File: src/rtl/ddr_pm_pkg.sv
package ddr_pm_pkg;
  localparam int ADDR_W = 8;
  localparam int DATA_W = 32;

  localparam logic [ADDR_W-1:0] A_CTRL   = 8'h00;
  localparam logic [ADDR_W-1:0] A_CYC_LO = 8'h01;
  localparam logic [ADDR_W-1:0] A_CYC_HI = 8'h02;
  localparam logic [ADDR_W-1:0] A_OVF_BW = 8'h03;
  localparam logic [ADDR_W-1:0] A_OVF_RT = 8'h04;
  localparam logic [ADDR_W-1:0] A_OVF_EV = 8'h05;
  localparam logic [ADDR_W-1:0] A_EVSEL  = 8'h06;
  localparam int A_BW_BASE = 'h10;
  localparam int A_RT_BASE = 'h20;
  localparam int A_EV_BASE = 'h30;

  localparam int CTRL_EN   = 0;
  localparam int CTRL_MODE = 1;
  localparam int CTRL_RSEL = 4;
  localparam int CTRL_CLR  = 31;

  typedef enum logic [1:0] {
    EV_OFF      = 2'd0,
    EV_HOST_RD  = 2'd1,
    EV_HOST_WR  = 2'd2,
    EV_HOST_RMW = 2'd3
  } ev_sel_e;
endpackage

File: src/rtl/pm_counter.sv
module pm_counter #(
  parameter int W = 32
) (
  input  logic         clk_i,
  input  logic         rst_ni,
  input  logic         clr_i,
  input  logic         ld_i,
  input  logic [W-1:0] ld_val_i,
  input  logic         inc_i,
  input  logic         ovf_clr_i,
  output logic [W-1:0] cnt_o,
  output logic         ovf_o
);
  logic [W-1:0] cnt_q;
  logic         ovf_q;
  logic         wrap;

  assign wrap = inc_i && !clr_i && !ld_i && (&cnt_q);

  always_ff @(posedge clk_i or negedge rst_ni) begin
    if (!rst_ni)     cnt_q <= '0;
    else if (clr_i)  cnt_q <= '0;
    else if (ld_i)   cnt_q <= ld_val_i;
    else if (inc_i)  cnt_q <= cnt_q + 1'b1;
  end

  // set beats write-one-clear
  always_ff @(posedge clk_i or negedge rst_ni) begin
    if (!rst_ni)        ovf_q <= 1'b0;
    else if (wrap)      ovf_q <= 1'b1;
    else if (ovf_clr_i) ovf_q <= 1'b0;
  end

  assign cnt_o = cnt_q;
  assign ovf_o = ovf_q;

  assert_clear_zero_R9: assert property (@(posedge clk_i) disable iff (!rst_ni)
    clr_i |=> (cnt_q == '0));
  assert_wrap_flag_R10: assert property (@(posedge clk_i) disable iff (!rst_ni)
    (inc_i && !clr_i && !ld_i && (&cnt_q)) |=> (ovf_q && cnt_q == '0));
  assert_flag_sticky_R10: assert property (@(posedge clk_i) disable iff (!rst_ni)
    (ovf_q && !ovf_clr_i) |=> ovf_q);
  assert_idle_hold_R8: assert property (@(posedge clk_i) disable iff (!rst_ni)
    (!inc_i && !clr_i && !ld_i) |=> $stable(cnt_q));
endmodule

File: src/rtl/pm_cycle.sv
module pm_cycle #(
  parameter int CYC_W = 64,
  parameter int DW    = 32
) (
  input  logic                clk_i,
  input  logic                rst_ni,
  input  logic                en_i,
  input  logic                clr_i,
  input  logic                ld_lo_i,
  input  logic                ld_hi_i,
  input  logic [DW-1:0]       ld_val_i,
  input  logic                latch_i,
  output logic [CYC_W-1:0]    cyc_o,
  output logic [CYC_W-DW-1:0] shadow_o
);
  localparam int HW = CYC_W - DW;

  logic [CYC_W-1:0] cyc_q, cyc_d;
  logic [HW-1:0]    shadow_q;

  always_comb begin
    cyc_d = cyc_q + CYC_W'(en_i);
    if (ld_lo_i) cyc_d[DW-1:0]    = ld_val_i;
    if (ld_hi_i) cyc_d[CYC_W-1:DW] = ld_val_i[HW-1:0];
    if (clr_i)   cyc_d = '0;
  end

  always_ff @(posedge clk_i or negedge rst_ni) begin
    if (!rst_ni) cyc_q <= '0;
    else         cyc_q <= cyc_d;
  end

  always_ff @(posedge clk_i or negedge rst_ni) begin
    if (!rst_ni)      shadow_q <= '0;
    else if (latch_i) shadow_q <= cyc_q[CYC_W-1:DW];
  end

  assign cyc_o    = cyc_q;
  assign shadow_o = shadow_q;

  assert_cycle_step_R2: assert property (@(posedge clk_i) disable iff (!rst_ni)
    (en_i && !clr_i && !ld_lo_i && !ld_hi_i) |=> (cyc_q == $past(cyc_q) + 1'b1));
  assert_shadow_copy_R3: assert property (@(posedge clk_i) disable iff (!rst_ni)
    latch_i |=> (shadow_q == $past(cyc_q[CYC_W-1:DW])));
  assert_cycle_clear_R9: assert property (@(posedge clk_i) disable iff (!rst_ni)
    clr_i |=> (cyc_q == '0));
endmodule

File: src/rtl/pm_route.sv
module pm_route
  import ddr_pm_pkg::*;
#(
  parameter int RANK_W    = 2,
  parameter int BG_W      = 3,
  parameter int NUM_RETRY = 10,
  parameter int NUM_EVT   = 16
) (
  input  logic                    clk_i,
  input  logic                    rst_ni,
  input  logic                    en_i,
  input  logic                    rank_mode_i,
  input  logic [RANK_W-1:0]       rank_sel_i,
  input  logic                    acc_i,
  input  logic [RANK_W-1:0]       acc_rank_i,
  input  logic [BG_W-1:0]         acc_bg_i,
  input  logic [NUM_RETRY-1:0]    retry_i,
  input  logic                    rd_i,
  input  logic                    wr_i,
  input  logic                    rmw_i,
  input  logic [2*NUM_EVT-1:0]    evsel_i,
  output logic [(1<<BG_W)-1:0]    inc_bw_o,
  output logic [NUM_RETRY-1:0]    inc_rt_o,
  output logic [NUM_EVT-1:0]      inc_ev_o
);
  localparam int NUM_BW   = 1 << BG_W;
  localparam int NUM_RANK = 1 << RANK_W;

  for (genvar g = 0; g < NUM_BW; g++) begin : g_bw
    logic bg_hit, rk_hit;
    assign bg_hit = acc_i && !rank_mode_i && (acc_rank_i == rank_sel_i) &&
                    (acc_bg_i == BG_W'(g));
    if (g < NUM_RANK) begin : g_rk
      assign rk_hit = acc_i && rank_mode_i && (acc_rank_i == RANK_W'(g));
    end else begin : g_nork
      assign rk_hit = 1'b0;
    end
    assign inc_bw_o[g] = en_i && (bg_hit || rk_hit);
  end

  assign inc_rt_o = retry_i & {NUM_RETRY{en_i}};

  for (genvar e = 0; e < NUM_EVT; e++) begin : g_ev
    ev_sel_e sel;
    logic    hit;
    assign sel = ev_sel_e'(evsel_i[2*e +: 2]);
    always_comb begin
      unique case (sel)
        EV_HOST_RD:  hit = rd_i;
        EV_HOST_WR:  hit = wr_i;
        EV_HOST_RMW: hit = rmw_i;
        default:     hit = 1'b0;
      endcase
    end
    assign inc_ev_o[e] = en_i && hit;
  end

  assert_bw_single_R4: assert property (@(posedge clk_i) disable iff (!rst_ni)
    $onehot0(inc_bw_o));
  assert_rank_upper_idle_R5: assert property (@(posedge clk_i) disable iff (!rst_ni)
    rank_mode_i |-> (inc_bw_o[NUM_BW-1:NUM_RANK] == '0));
  assert_gate_off_R8: assert property (@(posedge clk_i) disable iff (!rst_ni)
    !en_i |-> (inc_bw_o == '0 && inc_rt_o == '0 && inc_ev_o == '0));
  assert_no_acc_no_bw_R4: assert property (@(posedge clk_i) disable iff (!rst_ni)
    !acc_i |-> (inc_bw_o == '0));
endmodule

File: src/rtl/ddr_subch_perf_mon.sv
module ddr_subch_perf_mon
  import ddr_pm_pkg::*;
#(
  parameter int RANK_W    = 2,
  parameter int BG_W      = 3,
  parameter int NUM_RETRY = 10,
  parameter int NUM_EVT   = 16,
  parameter int CNT_W     = 32,
  parameter int CYC_W     = 64
) (
  input  logic                 clk_i,
  input  logic                 rst_ni,
  input  logic                 acc_i,
  input  logic [RANK_W-1:0]    acc_rank_i,
  input  logic [BG_W-1:0]      acc_bg_i,
  input  logic [NUM_RETRY-1:0] retry_i,
  input  logic                 host_rd_i,
  input  logic                 host_wr_i,
  input  logic                 host_rmw_i,
  input  logic                 reg_we_i,
  input  logic                 reg_re_i,
  input  logic [ADDR_W-1:0]    reg_addr_i,
  input  logic [DATA_W-1:0]    reg_wdata_i,
  output logic [DATA_W-1:0]    reg_rdata_o
);
  localparam int NUM_BW = 1 << BG_W;
  localparam int HW     = CYC_W - DATA_W;

  logic                 en_q, mode_q;
  logic [RANK_W-1:0]    rsel_q;
  logic [2*NUM_EVT-1:0] evsel_q;
  logic                 clr;

  logic [NUM_BW-1:0]    inc_bw, ld_bw, oc_bw, ovf_bw;
  logic [NUM_RETRY-1:0] inc_rt, ld_rt, oc_rt, ovf_rt;
  logic [NUM_EVT-1:0]   inc_ev, ld_ev, oc_ev, ovf_ev;
  logic [CNT_W-1:0]     bw_cnt [NUM_BW];
  logic [CNT_W-1:0]     rt_cnt [NUM_RETRY];
  logic [CNT_W-1:0]     ev_cnt [NUM_EVT];
  logic [CYC_W-1:0]     cyc;
  logic [HW-1:0]        shadow;

  assign clr = reg_we_i && (reg_addr_i == A_CTRL) && reg_wdata_i[CTRL_CLR];

  always_ff @(posedge clk_i or negedge rst_ni) begin
    if (!rst_ni) begin
      en_q    <= 1'b0;
      mode_q  <= 1'b0;
      rsel_q  <= '0;
      evsel_q <= '0;
    end else if (reg_we_i) begin
      if (reg_addr_i == A_CTRL) begin
        en_q   <= reg_wdata_i[CTRL_EN];
        mode_q <= reg_wdata_i[CTRL_MODE];
        rsel_q <= reg_wdata_i[CTRL_RSEL +: RANK_W];
      end
      if (reg_addr_i == A_EVSEL) evsel_q <= reg_wdata_i[2*NUM_EVT-1:0];
    end
  end

  pm_route #(
    .RANK_W(RANK_W), .BG_W(BG_W), .NUM_RETRY(NUM_RETRY), .NUM_EVT(NUM_EVT)
  ) u_route (
    .clk_i, .rst_ni,
    .en_i(en_q), .rank_mode_i(mode_q), .rank_sel_i(rsel_q),
    .acc_i, .acc_rank_i, .acc_bg_i, .retry_i,
    .rd_i(host_rd_i), .wr_i(host_wr_i), .rmw_i(host_rmw_i),
    .evsel_i(evsel_q),
    .inc_bw_o(inc_bw), .inc_rt_o(inc_rt), .inc_ev_o(inc_ev)
  );

  pm_cycle #(.CYC_W(CYC_W), .DW(DATA_W)) u_cycle (
    .clk_i, .rst_ni, .en_i(en_q), .clr_i(clr),
    .ld_lo_i(reg_we_i && reg_addr_i == A_CYC_LO),
    .ld_hi_i(reg_we_i && reg_addr_i == A_CYC_HI),
    .ld_val_i(reg_wdata_i),
    .latch_i(reg_re_i && reg_addr_i == A_CYC_LO),
    .cyc_o(cyc), .shadow_o(shadow)
  );

  for (genvar g = 0; g < NUM_BW; g++) begin : g_bw
    assign ld_bw[g] = reg_we_i && (reg_addr_i == ADDR_W'(A_BW_BASE + g));
    assign oc_bw[g] = reg_we_i && (reg_addr_i == A_OVF_BW) && reg_wdata_i[g];
    pm_counter #(.W(CNT_W)) u_cnt (
      .clk_i, .rst_ni, .clr_i(clr), .ld_i(ld_bw[g]),
      .ld_val_i(reg_wdata_i[CNT_W-1:0]), .inc_i(inc_bw[g]),
      .ovf_clr_i(oc_bw[g]), .cnt_o(bw_cnt[g]), .ovf_o(ovf_bw[g])
    );
  end

  for (genvar k = 0; k < NUM_RETRY; k++) begin : g_rt
    assign ld_rt[k] = reg_we_i && (reg_addr_i == ADDR_W'(A_RT_BASE + k));
    assign oc_rt[k] = reg_we_i && (reg_addr_i == A_OVF_RT) && reg_wdata_i[k];
    pm_counter #(.W(CNT_W)) u_cnt (
      .clk_i, .rst_ni, .clr_i(clr), .ld_i(ld_rt[k]),
      .ld_val_i(reg_wdata_i[CNT_W-1:0]), .inc_i(inc_rt[k]),
      .ovf_clr_i(oc_rt[k]), .cnt_o(rt_cnt[k]), .ovf_o(ovf_rt[k])
    );
  end

  for (genvar e = 0; e < NUM_EVT; e++) begin : g_ev
    assign ld_ev[e] = reg_we_i && (reg_addr_i == ADDR_W'(A_EV_BASE + e));
    assign oc_ev[e] = reg_we_i && (reg_addr_i == A_OVF_EV) && reg_wdata_i[e];
    pm_counter #(.W(CNT_W)) u_cnt (
      .clk_i, .rst_ni, .clr_i(clr), .ld_i(ld_ev[e]),
      .ld_val_i(reg_wdata_i[CNT_W-1:0]), .inc_i(inc_ev[e]),
      .ovf_clr_i(oc_ev[e]), .cnt_o(ev_cnt[e]), .ovf_o(ovf_ev[e])
    );
  end

  always_comb begin
    reg_rdata_o = '0;
    case (reg_addr_i)
      A_CTRL: begin
        reg_rdata_o[CTRL_EN]              = en_q;
        reg_rdata_o[CTRL_MODE]            = mode_q;
        reg_rdata_o[CTRL_RSEL +: RANK_W]  = rsel_q;
      end
      A_CYC_LO: reg_rdata_o = cyc[DATA_W-1:0];
      A_CYC_HI: reg_rdata_o = DATA_W'(shadow);
      A_OVF_BW: reg_rdata_o = DATA_W'(ovf_bw);
      A_OVF_RT: reg_rdata_o = DATA_W'(ovf_rt);
      A_OVF_EV: reg_rdata_o = DATA_W'(ovf_ev);
      A_EVSEL:  reg_rdata_o = DATA_W'(evsel_q);
      default: ;
    endcase
    for (int i = 0; i < NUM_BW; i++)
      if (reg_addr_i == ADDR_W'(A_BW_BASE + i)) reg_rdata_o = DATA_W'(bw_cnt[i]);
    for (int i = 0; i < NUM_RETRY; i++)
      if (reg_addr_i == ADDR_W'(A_RT_BASE + i)) reg_rdata_o = DATA_W'(rt_cnt[i]);
    for (int i = 0; i < NUM_EVT; i++)
      if (reg_addr_i == ADDR_W'(A_EV_BASE + i)) reg_rdata_o = DATA_W'(ev_cnt[i]);
  end

  assert_ctrl_write_R9: assert property (@(posedge clk_i) disable iff (!rst_ni)
    (reg_we_i && reg_addr_i == A_CTRL) |=> (en_q == $past(reg_wdata_i[CTRL_EN])));
endmodule

File: config.mk
export PLATFORM = sky130hd
export DESIGN_NAME = ddr_subch_perf_mon
export DESIGN_NICKNAME = d
export VERILOG_FILES = /design/src/rtl/ddr_pm_pkg.sv /design/src/rtl/pm_counter.sv /design/src/rtl/pm_cycle.sv /design/src/rtl/pm_route.sv /design/src/rtl/ddr_subch_perf_mon.sv
export SDC_FILE = /design/constraint.sdc
export NUM_CORES = 2
export LEC_CHECK = 0
export BUFFER_PORTS_ARGS = -buffer_cell sky130_fd_sc_hd__buf_4
export CORE_ASPECT_RATIO = 2
export CORE_MARGIN = 5
export CORE_UTILIZATION = 60
export CTS_CLUSTER_DIAMETER = 50
export DETAILED_ROUTE_END_ITERATION = 16
export PLACE_DENSITY = 0.84
export SYNTH_ARGS = -nofsm -noshare
export SYNTH_HDL_FRONTEND = slang
export SYNTH_SLANG_ARGS = --single-unit
File: constraint.sdc
create_clock -name clk_i -period 6.4 [get_ports clk_i]
set_input_delay 0.64 -clock clk_i [delete_from_list [all_inputs] [get_ports clk_i]]
set_output_delay 0.64 -clock clk_i [all_outputs]
set_load 0.03 [all_outputs]
==> impl_metrics.json, run 1 <==
{
  "first_global_vias": 95520,
  "netlist_area_sq_um": 81000,
  "cts_root_buf": "clkbuf_16",
  "synth_nets": 9652,
  "status": "aborted with a tool error",
  "post_dp_cell_area_sq_um": 82800,
  "yosysTopAreaCell": "dfrtp_1",
  "post-dp-hpwl_um": 338000,
  "async_flop_share": 1.00,
  "io_buffers": 94,
  "grt_overflow": 826,
  "io_pins": 95,
  "cts_sinks": 1254,
  "initial_core_util": 0.604,
  "firstError": "[ERROR GRT-0116] Global routing finished with congestion. Check the congestion regions in the DRC Viewer.",
  "numCtsBuffers": 121,
  "die_w_um": 270,
  "ys.warnings.count": 0,
  "ys_ff_latch": 1254,
  "cts_buffer_depth": 3,
  "synthTopCellsByArea": "dfrtp_1, a211oi_1, xor2_1",
  "ys_seq_area_frac": 0.387,
  "synth_edf_count": 0,
  "synth_ff_type": "dfrtp_1",
  "grtUsageTotal": 0.779,
  "syn_inst": 9553,
  "die_y_um": 530,
  "ctsResizeCount": 0,
  "grt_max_degree": 160,
  "synth_cell_types": 104,
  "postSynthAreaPerCell_sq_um": 8.48,
  "finalWeightedCongestion": 1.25,
  "rows": 190,
  "synth_top_area_frac": 0.387,
  "grt_pass1_wl_um": 822000,
  "htree_levels": 3,
  "haltStage": "global routing"
}
## synth_stat cells, types with 18 or more instances
master	instances
a211oi_1	734
clkbuf_1	602
mux4_2	26
o211ai_1	28
or3_1	29
xnor2_1	466
and2_1	71
o22ai_1	165
a31oi_1	23
ha_1	36
a21oi_1	574
nor4_1	54
and3_1	184
dfrtp_1	1254
nand2_1	734
a22oi_1	90
a221oi_1	43
xor2_1	625
buf_1	65
nor3_1	148
nand4_1	276
nand3_1	460
nor2b_1	26
a222oi_1	18
inv_1	117
o21ai_0	595
nor2_1	1290
o31ai_1	18
mux2i_1	144
mux2_2	104
a22o_1	20
and4_1	111
o221ai_1	45
buf_2	97
## routing by layer
layer / global-route usage / overflow
met5: 0.360 / 1
met4: 0.805 / 336
met3: 0.613 / 9
met2: 0.948 / 473
met1: 0.765 / 7
## stage by stage
step	cells	util	worst slack [ns]	hold slack, ns
3_5_place_dp	10804	0.618	0.320	0.475
3_3_place_gp	10804	0.618	0.326	0.462
4_1_cts	11031	0.649	0.310	0.285
2_1_floorplan	9553	-	2.67	0.344
## kinds of logic after synthesis
family,count (synthesis),synth area share
flops,1254,0.387
compound gates,2482,0.196
simple gates,3523,0.210
mux,275,0.0397
fa+ha+maj,36,0.00556
xor+xnor,1091,0.118
buf+inv,892,0.0433
## what timing repair did
item,CTS
setup buffers,0
endpoints found under the setup margin,0
hold buffers,1
endpoints found under the hold margin,53
==> inputs of run 2 (changes only) <==
--- a/config.mk
+++ b/config.mk
@@ -6,12 +6,10 @@
 export NUM_CORES = 2
 export LEC_CHECK = 0
 export BUFFER_PORTS_ARGS = -buffer_cell sky130_fd_sc_hd__buf_4
-export CORE_ASPECT_RATIO = 2
 export CORE_MARGIN = 5
-export CORE_UTILIZATION = 60
-export CTS_CLUSTER_DIAMETER = 50
+export CORE_UTILIZATION = 40
 export DETAILED_ROUTE_END_ITERATION = 16
-export PLACE_DENSITY = 0.84
+export PLACE_DENSITY_LB_ADDON = 0.15
 export SYNTH_ARGS = -nofsm -noshare
 export SYNTH_HDL_FRONTEND = slang
 export SYNTH_SLANG_ARGS = --single-unit
==> impl_metrics.json, run 2 <==
{
  "status": "complete, but fails checks",
  "violations": "capacitance limit, slew limit",
  "initial_core_util": 0.401,
  "layout_commonest_cell": "nor2_1",
  "ant_nets": 0,
  "min_path_type": "in -> reg",
  "yosysTopAreaCell": "dfrtp_1",
  "htree_levels": 4,
  "numCtsBuffers": 158,
  "first_pass_iters": 7,
  "cts_sinks": 1254,
  "post-dp-hpwl_um": 305000,
  "die_y_um": 460,
  "fin_skew_ns": 0.0487,
  "via_per_inst": 6.76,
  "holdPathStages": 4,
  "first_global_vias": 73829,
  "async_flop_share": 1.00,
  "post-route-min-period_ns": 6.13,
  "grt_setup_unrepaired": "false",
  "largest_reg_flops": 512,
  "die_w_um": 460,
  "max_cap_violations": 1,
  "timing.setup.tns_ns": 0,
  "cp_max_fo": 37,
  "core_sq_um": 202000,
  "crit_type": "in -> out",
  "grt_max_degree": 171,
  "io_pins": 95,
  "die-area_sq_um": 212000,
  "vias": 81529,
  "period_share": 0.958,
  "slew_headroom": -0.00876,
  "cts_tree": "done",
  "io_buffers": 94,
  "synth_ff_type": "dfrtp_1",
  "ctsResizeCount": 0,
  "grt_overflow": 0,
  "fmax_mhz": 163,
  "seqCellArea_sq_um": 31400,
  "r2r.worst_path.cells": 8,
  "final_cell_mix": "nor2_1, dfrtp_1, a211oi_1",
  "nets": 9337,
  "post_dp_cell_area_sq_um": 84000,
  "critPathArrivalTime_ns": 5.49,
  "multi_input_area_sq_um": 46400,
  "netlist_area_sq_um": 81000,
  "clkSlewWorstSetupHoldPaths_ns": 0.06,
  "rows": 165,
  "antenna_found_initial": 51,
  "synthTopCellsByArea": "dfrtp_1, a211oi_1, xor2_1",
  "drt_iter0_markers": 13829,
  "synth_cell_types": 104,
  "drt-wirelength-per-cell_um": 36.0,
  "p_leak_nw": 35.4,
  "critPathRequiredTime_ns": 5.76,
  "postSynthAreaPerCell_sq_um": 8.48,
  "synth_nets": 9652,
  "ys_top_cells_by_count": "nor2_1, dfrtp_1, a211oi_1, nand2_1, xor2_1",
  "power_mw": 22.5,
  "worst_pin_slew_ns": 1.50,
  "ys.warnings.count": 0,
  "clk_latency_ns": 0.88,
  "power_density_nw_per_um2": 252,
  "cts_root_buf": "clkbuf_16",
  "ys_ff_latch": 1254,
  "drv_slew": 1,
  "grt_pass1_wl_um": 600000,
  "finalWeightedCongestion": 1.12,
  "final.fill_count": 19974,
  "crit_path_start_kind": "primary input",
  "crit_path_end_kind": "output port",
  "post-synth-top-count-cell": "nor2_1",
  "ir_drop_mv": 0.321,
  "hold_viol": 0,
  "fin_util": 0.443,
  "ys_seq_area_frac": 0.387,
  "post-cts-setup-buffers": 0,
  "synth_edf_count": 0,
  "drc_errors": 0,
  "finalSetupViolCount": 0,
  "drive_gt1_frac": 0.0870,
  "cts_buffer_depth": 3,
  "syn_inst": 9553,
  "area_growth_pct": 10.3,
  "final_area_sq_um": 89400,
  "grtUsageTotal": 0.397,
  "synth_top_area_frac": 0.387,
  "drt_wl_total_um": 434000
}
-- run 2: cell counts after synthesis --
No cell type changed its count.
-- run 2: per-stage QoR --
stage / hold WS [ns] / setup WS [ns] / instances
finish: 0.219 / 0.267 / 12055
global route: 0.223 / 0.262 / 12035
CTS: 0.178 / 0.271 / 12031
detailed placement: 0.470 / 0.290 / 11748
global placement: 0.458 / 0.0199 / 11747
floorplan: 0.344 / 2.67 / 9553
-- run 2: path summary, 6_finish.rpt --
kind / startpoint / endpoint / slack, ns
setup / recovery: reg_addr_i[2] / reg_rdata_o[22] / 0.27
hold / removal: retry_i[7] / g_rt[7].u_cnt.cnt_o[0] / 0.22
setup reg to reg: en_q / g_ev[4].u_cnt.cnt_o[26] / 2.54
hold reg to reg: g_bw[7].u_cnt.ovf_o / g_bw[7].u_cnt.ovf_o / 0.48
max in group asynchronous: rst_ni / g_ev[3].u_cnt.cnt_o[26] / 4.07
min in group asynchronous: rst_ni / g_bw[7].u_cnt.cnt_o[3] / 0.40
-- run 2: power by group --
part           internal (mW)  leakage (nW)  switching [mW]  total (mW)
logic                   1.07          16.1            1.75        2.83
registers               8.63          16.7            1.66        10.3
clock network           5.41          2.58            3.95        9.36
-- run 2: kinds of logic (layout without fill, tap and decap cells) --
group / count (synthesis) / in the layout / synth area share
xor+xnor: 1091 / 1091 / 0.118
simple gates: 3523 / 3523 / 0.210
buf+inv: 892 / 699 / 0.0433
flops: 1254 / 1254 / 0.387
mux: 275 / 275 / 0.0397
other cells: 0 / 23 / 0
fa+ha+maj: 36 / 36 / 0.00556
compound gates: 2482 / 2482 / 0.196
-- run 2: timing repair --
action / 4_1_cts / 5_1_grt
setup endpoints to repair: 0 / 0
endpoints found under the hold margin: 80 / 0
hold buffers: 1 / 0
-- run 2: worst max-delay path, stage by stage --
cell and delay [ns]:
buf_4 0.25, or2_2 0.59, nor2_1 0.78, o21ai_0 0.22, o21ai_0 0.15, a22oi_1 0.15, o21ai_0 1.19, a21oi_1 0.54
nor2_1 0.61, buf_4 0.27
-- run 2: routing by layer --
layer  wire length [um]  global-route usage  vias to the layer above
met5                 75                   0                        -
met4              34800               0.255                       12
met3              55600               0.119                     1332
met2             173000               0.548                     5711
met1             171000               0.539                    40531
li1                   -                   -                    33943
-- run 2: layout make-up --
cell class                      instances  area share
Inverter                              118     0.00496
Multi-Input combinational cell       7407       0.519
Clock buffer                          242      0.0529
Clock inverter                         40     0.00592
Timing Repair Buffer                  299      0.0279
Sequential cell                      1254       0.351
Antenna cell                           23    0.000644
Tap cell                             2672      0.0374
Note: power is estimated with default switching activity, not from simulation.
